[src/rtl/sfw_pkg.sv]
package sfw_pkg;
  typedef enum logic [1:0] {
    OUT_MEM     = 2'd0,
    OUT_FWD     = 2'd1,
    OUT_PART    = 2'd2,
    OUT_RESCHED = 2'd3
  } sfw_outcome_e;
endpackage

[src/rtl/sfw_overlap.sv]
// Byte-range comparison of one store entry against the load.
module sfw_overlap #(
  parameter int ADDR_W = 16,
  parameter int SIZE_W = 4
) (
  input  logic [ADDR_W-1:0] st_addr,
  input  logic [SIZE_W-1:0] st_size,
  input  logic [ADDR_W-1:0] ld_addr,
  input  logic [SIZE_W-1:0] ld_size,
  output logic              hit_any,
  output logic              hit_full
);
  localparam int EW = ADDR_W + 1;

  logic [EW-1:0] st_lo, st_hi, ld_lo, ld_hi;

  always_comb begin
    st_lo    = EW'(st_addr);
    ld_lo    = EW'(ld_addr);
    st_hi    = st_lo + EW'(st_size);
    ld_hi    = ld_lo + EW'(ld_size);
    hit_any  = (ld_lo < st_hi) && (ld_hi > st_lo);
    hit_full = (ld_lo >= st_lo) && (ld_hi <= st_hi);
  end
endmodule

[src/rtl/sfw_age_pick.sv]
// Selects the youngest candidate inside the window that starts at start_idx
// and runs win_len entries toward older positions.
module sfw_age_pick #(
  parameter int DEPTH = 8,
  localparam int IDX_W = $clog2(DEPTH)
) (
  input  logic [DEPTH-1:0] cand,
  input  logic [IDX_W-1:0] start_idx,
  input  logic [IDX_W-1:0] win_len,
  output logic             found,
  output logic [IDX_W-1:0] pick_idx
);
  logic [DEPTH-1:0] by_age;

  for (genvar gd = 0; gd < DEPTH; gd++) begin : g_rot
    assign by_age[gd] = cand[start_idx - IDX_W'(gd)] && (IDX_W'(gd) < win_len);
  end

  always_comb begin
    found    = 1'b0;
    pick_idx = start_idx;
    for (int d = 0; d < DEPTH; d++) begin
      if (!found && by_age[d]) begin
        found    = 1'b1;
        pick_idx = start_idx - IDX_W'(d);
      end
    end
  end
endmodule

[src/rtl/sfw_align.sv]
// Shifts store data to the load's byte offset and clears bytes beyond its size.
module sfw_align #(
  parameter int DATA_BYTES = 8,
  parameter int SIZE_W     = 4,
  localparam int OFF_W     = $clog2(DATA_BYTES),
  localparam int DATA_W    = DATA_BYTES * 8
) (
  input  logic [DATA_W-1:0] st_data,
  input  logic [SIZE_W-1:0] st_size,
  input  logic [OFF_W-1:0]  ld_addr_lo,
  input  logic [SIZE_W-1:0] ld_size,
  output logic [DATA_W-1:0] out_data
);
  logic [OFF_W-1:0]  byte_off;
  logic [DATA_W-1:0] shifted;

  assign byte_off = ld_addr_lo & OFF_W'(st_size - SIZE_W'(1));
  assign shifted  = st_data >> {byte_off, 3'b000};

  for (genvar gb = 0; gb < DATA_BYTES; gb++) begin : g_byte
    assign out_data[gb*8 +: 8] = (SIZE_W'(gb) < ld_size) ? shifted[gb*8 +: 8] : 8'h00;
  end
endmodule

[src/rtl/sfw_search.sv]
module sfw_search
  import sfw_pkg::*;
#(
  parameter int DEPTH      = 8,
  parameter int ADDR_W     = 16,
  parameter int SIZE_W     = 4,
  parameter int DATA_BYTES = 8,
  parameter int SEQ_W      = 12,
  parameter int LQ_IDX_W   = 4,
  localparam int IDX_W     = $clog2(DEPTH),
  localparam int DATA_W    = DATA_BYTES * 8,
  localparam int OFF_W     = $clog2(DATA_BYTES)
) (
  input  logic                      clk,
  input  logic                      rst_n,
  input  logic                      ld_valid,
  input  logic [ADDR_W-1:0]         ld_addr,
  input  logic [SIZE_W-1:0]         ld_size,
  input  logic [IDX_W-1:0]          ld_sq_idx,
  input  logic [LQ_IDX_W-1:0]       ld_lq_idx,
  input  logic [SEQ_W-1:0]          ld_seq,
  input  logic                      ld_uncache,
  input  logic                      ld_at_head,
  input  logic [DEPTH*ADDR_W-1:0]   sq_addr_flat,
  input  logic [DEPTH*SIZE_W-1:0]   sq_size_flat,
  input  logic [DEPTH*DATA_W-1:0]   sq_data_flat,
  input  logic [DEPTH*SEQ_W-1:0]    sq_seq_flat,
  input  logic [DEPTH-1:0]          sq_valid,
  input  logic [DEPTH-1:0]          sq_uncache,
  input  logic [IDX_W-1:0]          wb_ptr,
  input  logic                      stall_clr,
  output logic                      res_valid,
  output logic                      res_fwd,
  output logic [DATA_W-1:0]         res_data,
  output logic                      res_part,
  output logic [SEQ_W-1:0]          res_part_seq,
  output logic                      res_mem,
  output logic                      res_resched,
  output logic                      stall_active,
  output logic [SEQ_W-1:0]          stall_store_seq,
  output logic [LQ_IDX_W-1:0]       stall_lq_idx
);

  // ---------------- per-entry comparison ----------------
  logic [SIZE_W-1:0] sq_size_a [DEPTH];
  logic [DATA_W-1:0] sq_data_a [DEPTH];
  logic [SEQ_W-1:0]  sq_seq_a  [DEPTH];
  logic [DEPTH-1:0]  hit_any_v, hit_full_v, cand_v;

  for (genvar gi = 0; gi < DEPTH; gi++) begin : g_ent
    assign sq_size_a[gi] = sq_size_flat[gi*SIZE_W +: SIZE_W];
    assign sq_data_a[gi] = sq_data_flat[gi*DATA_W +: DATA_W];
    assign sq_seq_a[gi]  = sq_seq_flat[gi*SEQ_W +: SEQ_W];

    sfw_overlap #(.ADDR_W(ADDR_W), .SIZE_W(SIZE_W)) u_ovl (
      .st_addr  (sq_addr_flat[gi*ADDR_W +: ADDR_W]),
      .st_size  (sq_size_a[gi]),
      .ld_addr  (ld_addr),
      .ld_size  (ld_size),
      .hit_any  (hit_any_v[gi]),
      .hit_full (hit_full_v[gi])
    );

    assign cand_v[gi] = sq_valid[gi] && !sq_uncache[gi] &&
                        (sq_size_a[gi] != '0) && hit_any_v[gi];
  end

  // ---------------- age-ordered select ----------------
  logic [IDX_W-1:0] scan_start, scan_len, pick_idx;
  logic             pick_found;

  assign scan_start = ld_sq_idx - IDX_W'(1);
  assign scan_len   = ld_sq_idx - wb_ptr;

  sfw_age_pick #(.DEPTH(DEPTH)) u_pick (
    .cand      (cand_v),
    .start_idx (scan_start),
    .win_len   (scan_len),
    .found     (pick_found),
    .pick_idx  (pick_idx)
  );

  // ---------------- data alignment ----------------
  logic [DATA_W-1:0] fwd_data_d;

  sfw_align #(.DATA_BYTES(DATA_BYTES), .SIZE_W(SIZE_W)) u_align (
    .st_data    (sq_data_a[pick_idx]),
    .st_size    (sq_size_a[pick_idx]),
    .ld_addr_lo (ld_addr[OFF_W-1:0]),
    .ld_size    (ld_size),
    .out_data   (fwd_data_d)
  );

  // ---------------- outcome decision ----------------
  sfw_outcome_e outc;

  always_comb begin
    if (ld_uncache && !ld_at_head)      outc = OUT_RESCHED;
    else if (!pick_found)               outc = OUT_MEM;
    else if (hit_full_v[pick_idx])      outc = OUT_FWD;
    else                                outc = OUT_PART;
  end

  // ---------------- result registers ----------------
  logic res_valid_d, res_fwd_d, res_part_d, res_mem_d, res_resched_d;
  logic data_en, pseq_en;

  always_comb begin
    res_valid_d   = ld_valid;
    res_fwd_d     = ld_valid && (outc == OUT_FWD);
    res_part_d    = ld_valid && (outc == OUT_PART);
    res_mem_d     = ld_valid && (outc == OUT_MEM);
    res_resched_d = ld_valid && (outc == OUT_RESCHED);
    data_en       = res_fwd_d;
    pseq_en       = res_part_d;
  end

  always_ff @(posedge clk or negedge rst_n) begin
    if (!rst_n) begin
      res_valid   <= 1'b0;
      res_fwd     <= 1'b0;
      res_part    <= 1'b0;
      res_mem     <= 1'b0;
      res_resched <= 1'b0;
    end else begin
      res_valid   <= res_valid_d;
      res_fwd     <= res_fwd_d;
      res_part    <= res_part_d;
      res_mem     <= res_mem_d;
      res_resched <= res_resched_d;
    end
  end

  always_ff @(posedge clk or negedge rst_n) begin
    if (!rst_n) begin
      res_data <= '0;
    end else if (data_en) begin
      res_data <= fwd_data_d;
    end
  end

  always_ff @(posedge clk or negedge rst_n) begin
    if (!rst_n) begin
      res_part_seq <= '0;
    end else if (pseq_en) begin
      res_part_seq <= sq_seq_a[pick_idx];
    end
  end

  // ---------------- stall record ----------------
  logic [SEQ_W-1:0]    stall_ld_seq_q;
  logic                stall_held, stall_take, stall_en;
  logic                stall_active_d;
  logic [SEQ_W-1:0]    stall_store_seq_d, stall_ld_seq_d;
  logic [LQ_IDX_W-1:0] stall_lq_idx_d;

  always_comb begin
    stall_held        = stall_active && !stall_clr;
    stall_take        = res_part_d && (!stall_held || (ld_seq < stall_ld_seq_q));
    stall_en          = stall_take || stall_clr;
    stall_active_d    = stall_take;
    stall_store_seq_d = stall_store_seq;
    stall_ld_seq_d    = stall_ld_seq_q;
    stall_lq_idx_d    = stall_lq_idx;
    if (stall_take) begin
      stall_store_seq_d = sq_seq_a[pick_idx];
      stall_ld_seq_d    = ld_seq;
      stall_lq_idx_d    = ld_lq_idx;
    end
  end

  always_ff @(posedge clk or negedge rst_n) begin
    if (!rst_n) begin
      stall_active    <= 1'b0;
      stall_store_seq <= '0;
      stall_ld_seq_q  <= '0;
      stall_lq_idx    <= '0;
    end else if (stall_en) begin
      stall_active    <= stall_active_d;
      stall_store_seq <= stall_store_seq_d;
      stall_ld_seq_q  <= stall_ld_seq_d;
      stall_lq_idx    <= stall_lq_idx_d;
    end
  end

endmodule

[config.mk]
export PLATFORM = sky130hd
export DESIGN_NAME = sfw_search
export DESIGN_NICKNAME = d
export VERILOG_FILES = /design/src/rtl/sfw_pkg.sv /design/src/rtl/sfw_overlap.sv /design/src/rtl/sfw_age_pick.sv /design/src/rtl/sfw_align.sv /design/src/rtl/sfw_search.sv
export SDC_FILE = /design/constraint.sdc
export NUM_CORES = 2
export LEC_CHECK = 0
export BUFFER_PORTS_ARGS = -buffer_cell sky130_fd_sc_hd__buf_2
export CAP_MARGIN = 30
export CORE_AREA = 10 10 353 355
export DETAILED_ROUTE_END_ITERATION = 6
export DIE_AREA = 0 0 363 365
export GPL_ROUTABILITY_DRIVEN = 0
export PLACE_DENSITY_LB_ADDON = 0.2
export SLEW_MARGIN = 20
export SYNTH_ARGS = -nofsm -noshare
export SYNTH_HDL_FRONTEND = slang
export SYNTH_HIERARCHICAL = 1
export SYNTH_SLANG_ARGS = --single-unit
[constraint.sdc]
create_clock -name clk -period 2.23 [get_ports clk]
set_input_delay 0.446 -clock clk [delete_from_list [all_inputs] [get_ports clk]]
set_output_delay 0.446 -clock clk [all_outputs]
set_load 0.05 [all_outputs]
### Word-level counts from Yosys, hierarchy flattened

Cells that the tools add are included.

* register bits after elaboration: 110
* word-level logic and storage cells: 240
* output and inout bits: 98
* input bits: 832

* add/sub/neg operators: 19
* muxes and demuxes: 53
* reductions and logical operators: 92
* equality and inequality tests: 3
* shift-type cells: 1
* magnitude comparators: 59
* bitwise operators: 2

Operators with widths (number)
* $bmux 64 s3: 1
* $add 16x4->17: 9
* $gt 17x16->1: 8
* $le 17x17->1: 8
* $lt 16x17->1: 8
* $ge 16x16->1: 8
* $mux 64: 2
* $mux 8: 8
* $shr 64x6->64: 1
* $logic_and 1x1->1: 62
* $bmux 12 s3: 1
* $lt 3x4->1 const B: 9
* $reduce_bool 4->1: 8
* $bmux 1 s3: 9
* $mux 3: 9
* $mux 12: 2
* $logic_not 1->1: 18
* $mux 1: 17
* $lt 3x4->1 const A: 4
* $bmux 4 s3: 1
* $lt 12x12->1: 1
* $lt 3x3->1 const A: 4
* $sub 3x3->3 const B: 4
* $sub 3x1->3 const B: 3
* other kinds (15): 24

### Logic depth before layout (Yosys ltp)

* word-level depth: 39
* mapped depth: 38
* gate-level depth less buffers: 33

### By module

The synthesis kept the hierarchy.

By module, submodules not included
* sfw_search: cells each 624, seq. area each 2752.6 um2, area an instance 9312.7 um2, instances 1
* sfw_overlap at g_ent[2].u_ovl ...: cells each 280, seq. area each 0.0 um2, area an instance 2140.8 um2, instances 4
* sfw_overlap at g_ent[0].u_ovl ...: cells each 277, seq. area each 0.0 um2, area an instance 2209.6 um2, instances 2
* sfw_overlap at g_ent[1].u_ovl: cells each 276, seq. area each 0.0 um2, area an instance 2202.1 um2, instances 1
* sfw_overlap at g_ent[5].u_ovl: cells each 271, seq. area each 0.0 um2, area an instance 2114.5 um2, instances 1
* sfw_align: cells each 230, seq. area each 0.0 um2, area an instance 1796.7 um2, instances 1
* sfw_age_pick: cells each 85, seq. area each 0.0 um2, area an instance 757.0 um2, instances 1

### Worst setup path after synthesis

Ideal clock, no wire load.

* kind: input to register
* start point: input port sq_addr_flat[80]
* end point: register res_data[3]
* required time: 2105 ps
* arrival time: 7661 ps
* library setup time: 125 ps
* stages: 36
* buffers on the path: 5
* slack: -5555 ps
* cell sequence: ha_1 > fa_1 > a21o_1 > a21oi_2 > or3_4 > nor2_1 > xnor2_1 > ha_1 > a21oi_1 > o21ai_0 > a21oi_1 > nor2_1 > a211o_1 > a22oi_2 > nand2_1 > nor3_1 > mux2_2 > o22ai_1 > or3_1 > buf_4 > nand2_1 > a21oi_1 > o21ai_2 > xnor2_1 > buf_6 > buf_1 > buf_2 > mux4_2 > mux2_2 > inv_1 > ha_1 > nor2b_1 > buf_4 > mux4_2 > a22o_1 > mux2_2

* word-level cells in the longest chain between the ends: 37
* elaborated cells between the ends (all ways): 79
* those cells by class: add/sub (2); order compare (4); eq/ne (1); shift (1); mux (43); bitwise (2); reduce/logical (26)

RTL lines
* start, declared: RTL line sfw_search.sv:24 `input logic [DEPTH*ADDR_W-1:0] sq_addr_flat,`
* $add 16x4->17: RTL line sfw_overlap.sv:20 `st_hi = st_lo + EW'(st_size);`
* $lt 16x17->1: RTL line sfw_overlap.sv:22 `hit_any = (ld_lo < st_hi) && (ld_hi > st_lo);`
* $logic_and 1x1->1 *: RTL line sfw_overlap.sv:22
* via hit_any_v[5]: RTL line sfw_search.sv:48 `logic [DEPTH-1:0] hit_any_v, hit_full_v, cand_v;`
* $logic_and 1x1->1 *: RTL line sfw_search.sv:65 `(sq_size_a[gi] != '0) && hit_any_v[gi];`
* via cand_v[5]: RTL line sfw_search.sv:48
* $bmux 1 s3: RTL line sfw_age_pick.sv:16 `assign by_age[gd] = cand[start_idx - IDX_W'(gd)] && (IDX_W'(gd) < win_len);`
* $mux 1 (implied by the code): RTL line sfw_age_pick.sv:16
* [... 23 more ...]
* via pick_idx[0]: RTL line sfw_search.sv:69 `logic [IDX_W-1:0] scan_start, scan_len, pick_idx;`
* $not 3->4 (implied by the code) *: RTL line sfw_search.sv:87, sfw_search.sv:88
* $bmux 4 s3: RTL line sfw_search.sv:88 `.st_size (sq_size_a[pick_idx]),`
* $mux 3 (implied by the code) (2 in series): RTL line sfw_search.sv:88
* $sub 3x1->3: RTL line sfw_align.sv:17 `assign byte_off = ld_addr_lo & OFF_W'(st_size - SIZE_W'(1));`
* $and 3x3->3: RTL line sfw_align.sv:17
* $shr 64x6->64 *: RTL line sfw_align.sv:18 `assign shifted = st_data >> {byte_off, 3'b000};`
* $mux 8 *: RTL line sfw_align.sv:21 `assign out_data[gb*8 +: 8] = (SIZE_W'(gb) < ld_size) ? shifted[gb*8 +: 8] : 8'h00;`
* via fwd_data_d[3]: RTL line sfw_search.sv:84 `logic [DATA_W-1:0] fwd_data_d;`
* end signal, assigned: RTL line sfw_search.sv:138 `res_data <= fwd_data_d;`
* end, declared: RTL line sfw_search.sv:34 `output logic [DATA_W-1:0] res_data,`

The timed path passes the listed nets; every way through them passes the cells marked *. The select of a mux whose other input is x is not followed.
A chain may end at the register's enable or synchronous reset.

### Final worst setup path

* start point: input port ld_size[0]
* end point: register res_data[5]

* word-level cells in the longest chain between the ends: 37
* elaborated cells between the ends (all ways): 113
* those cells by class: add/sub (2); order compare (17); eq/ne (1); shift (1); mux (43); bitwise (2); reduce/logical (47)

RTL lines
* start, declared: RTL line sfw_search.sv:18 `input logic [SIZE_W-1:0] ld_size,`
* $add 16x4->17 *: RTL line sfw_overlap.sv:21 `ld_hi = ld_lo + EW'(ld_size);`
* $gt 17x16->1 *: RTL line sfw_overlap.sv:22
* $logic_and 1x1->1 *: RTL line sfw_overlap.sv:22
* via hit_any_v[1]: RTL line sfw_search.sv:48
* $logic_and 1x1->1 *: RTL line sfw_search.sv:65
* via cand_v[1]: RTL line sfw_search.sv:48
* $bmux 1 s3: RTL line sfw_age_pick.sv:16
* $mux 1 (implied by the code): RTL line sfw_age_pick.sv:16
* [... 23 more ...]
* via pick_idx[0]: RTL line sfw_search.sv:69
* $not 3->4 (implied by the code) *: RTL line sfw_search.sv:87, sfw_search.sv:88
* $bmux 4 s3: RTL line sfw_search.sv:88
* $mux 3 (implied by the code) (2 in series): RTL line sfw_search.sv:88
* $sub 3x1->3: RTL line sfw_align.sv:17
* $and 3x3->3: RTL line sfw_align.sv:17
* $shr 64x6->64 *: RTL line sfw_align.sv:18
* $mux 8 *: RTL line sfw_align.sv:21
* via fwd_data_d[5]: RTL line sfw_search.sv:84

Marked as above.

==> impl_metrics.ini <==
[clocking]
clkTransAtPathRegs_ns = 0.09
clk_path_buf_depth = 2
cts_buffers = 9
cts-root-buf = sky130_fd_sc_hd__clkbuf_16
clock_latency_ns = 0.39
htree_num_levels = 3
tritoncts = done
clk_sink_count = 110
cts_hold_buffers = 0

[floorplanning]
fp-row-count = 126
io_pins = 930
dieArea_um2 = 132500
die_w_um = 363
dieHeight_um = 365
initial_utilization_pct = 24.78
core_area_um2 = 117500

[final_layout]
layout.core_utilization_pct = 40.56
postLayoutCellArea_um2 = 47630
number_of_nets_in_the_layout = 6647
syn2layout_area_growth_pct = 63.64
post_route_cells_drive_above_1_share_pct = 53.52

[grt]
grt_pass1_vias = 34860
largest_net_degree_at_the_start_of_global_routing = 38
grt-ovfl-total = 0
antenna_found_initial = 68
grt_first_pass_wirelength_um = 259300
gr-usage-all-layers_pct = 27.10

[drt]
post-route-drc-count = 0
drtPass1Iterations = 6
antenna_left = 0
finalWirelength_um = 190900
drt-vias-per-instance = 5.219
detailedRoute.firstIterationViolations = 3473
average_wire_per_cell_in_the_routed_design_um = 28.12
routed_via_count = 35420

[worst_setup_path]
rr_startpoint = stall_ld_seq_q[7]
crit_fanout = 10
cpMostUsedCell = sky130_fd_sc_hd__buf_12
critPathRequiredTime_ns = 2.51
crit_path_end_kind = flop
timing.reg2reg.setup_slack_ns = 0.03
worstSetupPathType = input port to flop
max_stage_delay_ns = 0.50
timing.critical_path.from_type = input port
reg2reg_end = stall_ld_seq_q[2]
crit_arrival_ns = 7.29
crit_end = res_data[5]
critPathSlowestCell = sky130_fd_sc_hd__mux4_2
ff2ff_path_depth = 8
startpoint = ld_size[0]

[yosys]
netlist_instances = 3157
synth_net_count = 4598
postSynthAreaPerCell_um2 = 9.221
post_synth_instance_area_um2 = 29110
synth-warning-count = 6

[sta]
post_route_clock_skew_ns = 0.01400
worstMarginPinSlew_ns = 0.7385
unrepaired_setup_endpoints_after_global_routing = true
setup-violations-final = 108
period_needed_ns = 7.011
timing.slew.headroom_pct = 50.31
layout_worst_path_cycle_share_pct = 314.4
fin_ws_ns = -4.781
hold_viol = 0
achievable-frequency_mhz = 142.6
report.final.slew_viol_count = 0

[power]
power_density_over_cell_area_nw_per_um2 = 702.6
vdd.ir_drop.worst_v = 0.0006526
post-layout-total-power_mw = 33.47
power_leakage_nw = 23.62

[placement]
half_perimeter_wire_length_after_placement_um = 167200
dpl_cell_area_um2 = 44650
io_buffer_count = 929

[outcome]
status = complete, but fails checks
violated_checks = setup timing

[hold_path]
timing.hold.worst.class = input port to asynchronous set/reset pin

[run]
maxCapViolations = 0
==> worst min path at each step <==
stage | start | endpoint
floorplan | rst_n | res_data[0]
global placement | rst_n | res_part
detailed placement | rst_n | res_part
CTS | rst_n | res_part
global route | rst_n | res_part
finish | rst_n | res_part
==> per-layer routing <==
metal	global-route usage [%]	vias up	share of wire, %
li1	-	16200	-
met1	33.47	17120	40
met3	11.57	368	12
met4	8.608	58	3.5
met5	3.194	-	0.40
met2	41.96	1680	44
==> cell type report <==
type | instances | area (µm²)
Timing Repair Buffer | 2121 | 14980
Sequential cell | 110 | 2753
Multi-Input combinational cell | 2692 | 26540
Clock inverter | 7 | 81.33
Inverter | 272 | 1026
Tap cell | 1536 | 1922
Antenna cell | 41 | 102.6
Clock buffer | 9 | 225.2
Fill cell | 11880 | 69820
==> metrics by stage <==
step                setup TNS [ns]  hold WS, ns  worst slack (ns)  instances
floorplan                  -450.17       0.1504            -4.733       3157
global placement           -577.06       0.4766            -5.629       6652
detailed placement         -583.63       0.4815            -5.685       6652
CTS                        -484.01      0.05895            -4.723       6728
global route               -516.37      0.07967            -5.042       6769
finish                     -486.09      0.05027            -4.781       6788
==> flip-flops by register name (all words and copies together), names as in the netlist <==
name / cells
res_data: 64
stall_ld_seq_q: 12
stall_active: 1
stall_store_seq: 12
res_fwd: 1
res_mem: 1
res_resched: 1
res_valid: 1
res_part_seq: 12
res_part: 1
stall_lq_idx: 4
==> critical path, delay by kind of cell <==
family	cells	cell delay, ns
mux	7	2.28
compound gates	10	1.55
buf+inv	7	0.94
simple gates	7	0.86
fa+ha+maj	3	0.77
xor+xnor	2	0.38
==> timing repair <==
item                                    4_1_cts  5_1_grt
hold endpoints to repair                      0        0
cloned                                       14        3
pin swaps                                    68       71
endpoints found under the setup margin      108      108
gates resized for setup                     222      140
buffers inserted                             47       19
==> report_power, final <==
part	internal (mW)	switching, mW
registers	2.85	0.627
logic	12.9	15.3
clock network	0.810	0.962
total	16.6	16.9
==> placed cells by master, fill, tap and decap left out, drive strengths merged, types with 7 or more instances in the layout <==
| cell type | count |
|---|---|
| clkbuf | 12 |
| and3 | 48 |
| mux2i | 92 |
| o2bb2ai | 17 |
| a211o | 11 |
| nand3 | 106 |
| o211ai | 15 |
| nand4 | 112 |
| xor2 | 27 |
| a221oi | 7 |
| inv | 276 |
| buf | 2115 |
| a31oi | 14 |
| nand2b | 23 |
| o21ai | 133 |
| and2 | 42 |
| nor2b | 17 |
| o31ai | 11 |
| dfrtp | 110 |
| a32o | 20 |
| or3 | 13 |
| o21bai | 22 |
| xnor2 | 205 |
| a32oi | 14 |
| mux2 | 159 |
| fa | 17 |
| nor3 | 38 |
| diode | 41 |
| and4 | 30 |
| ha | 592 |
| nor4 | 28 |
| a211oi | 48 |
| nand2 | 209 |
| a21oi | 199 |
| a21o | 63 |
| nor2 | 123 |
| mux4 | 170 |
| a21boi | 11 |
(Power assumes the default switching activity.)
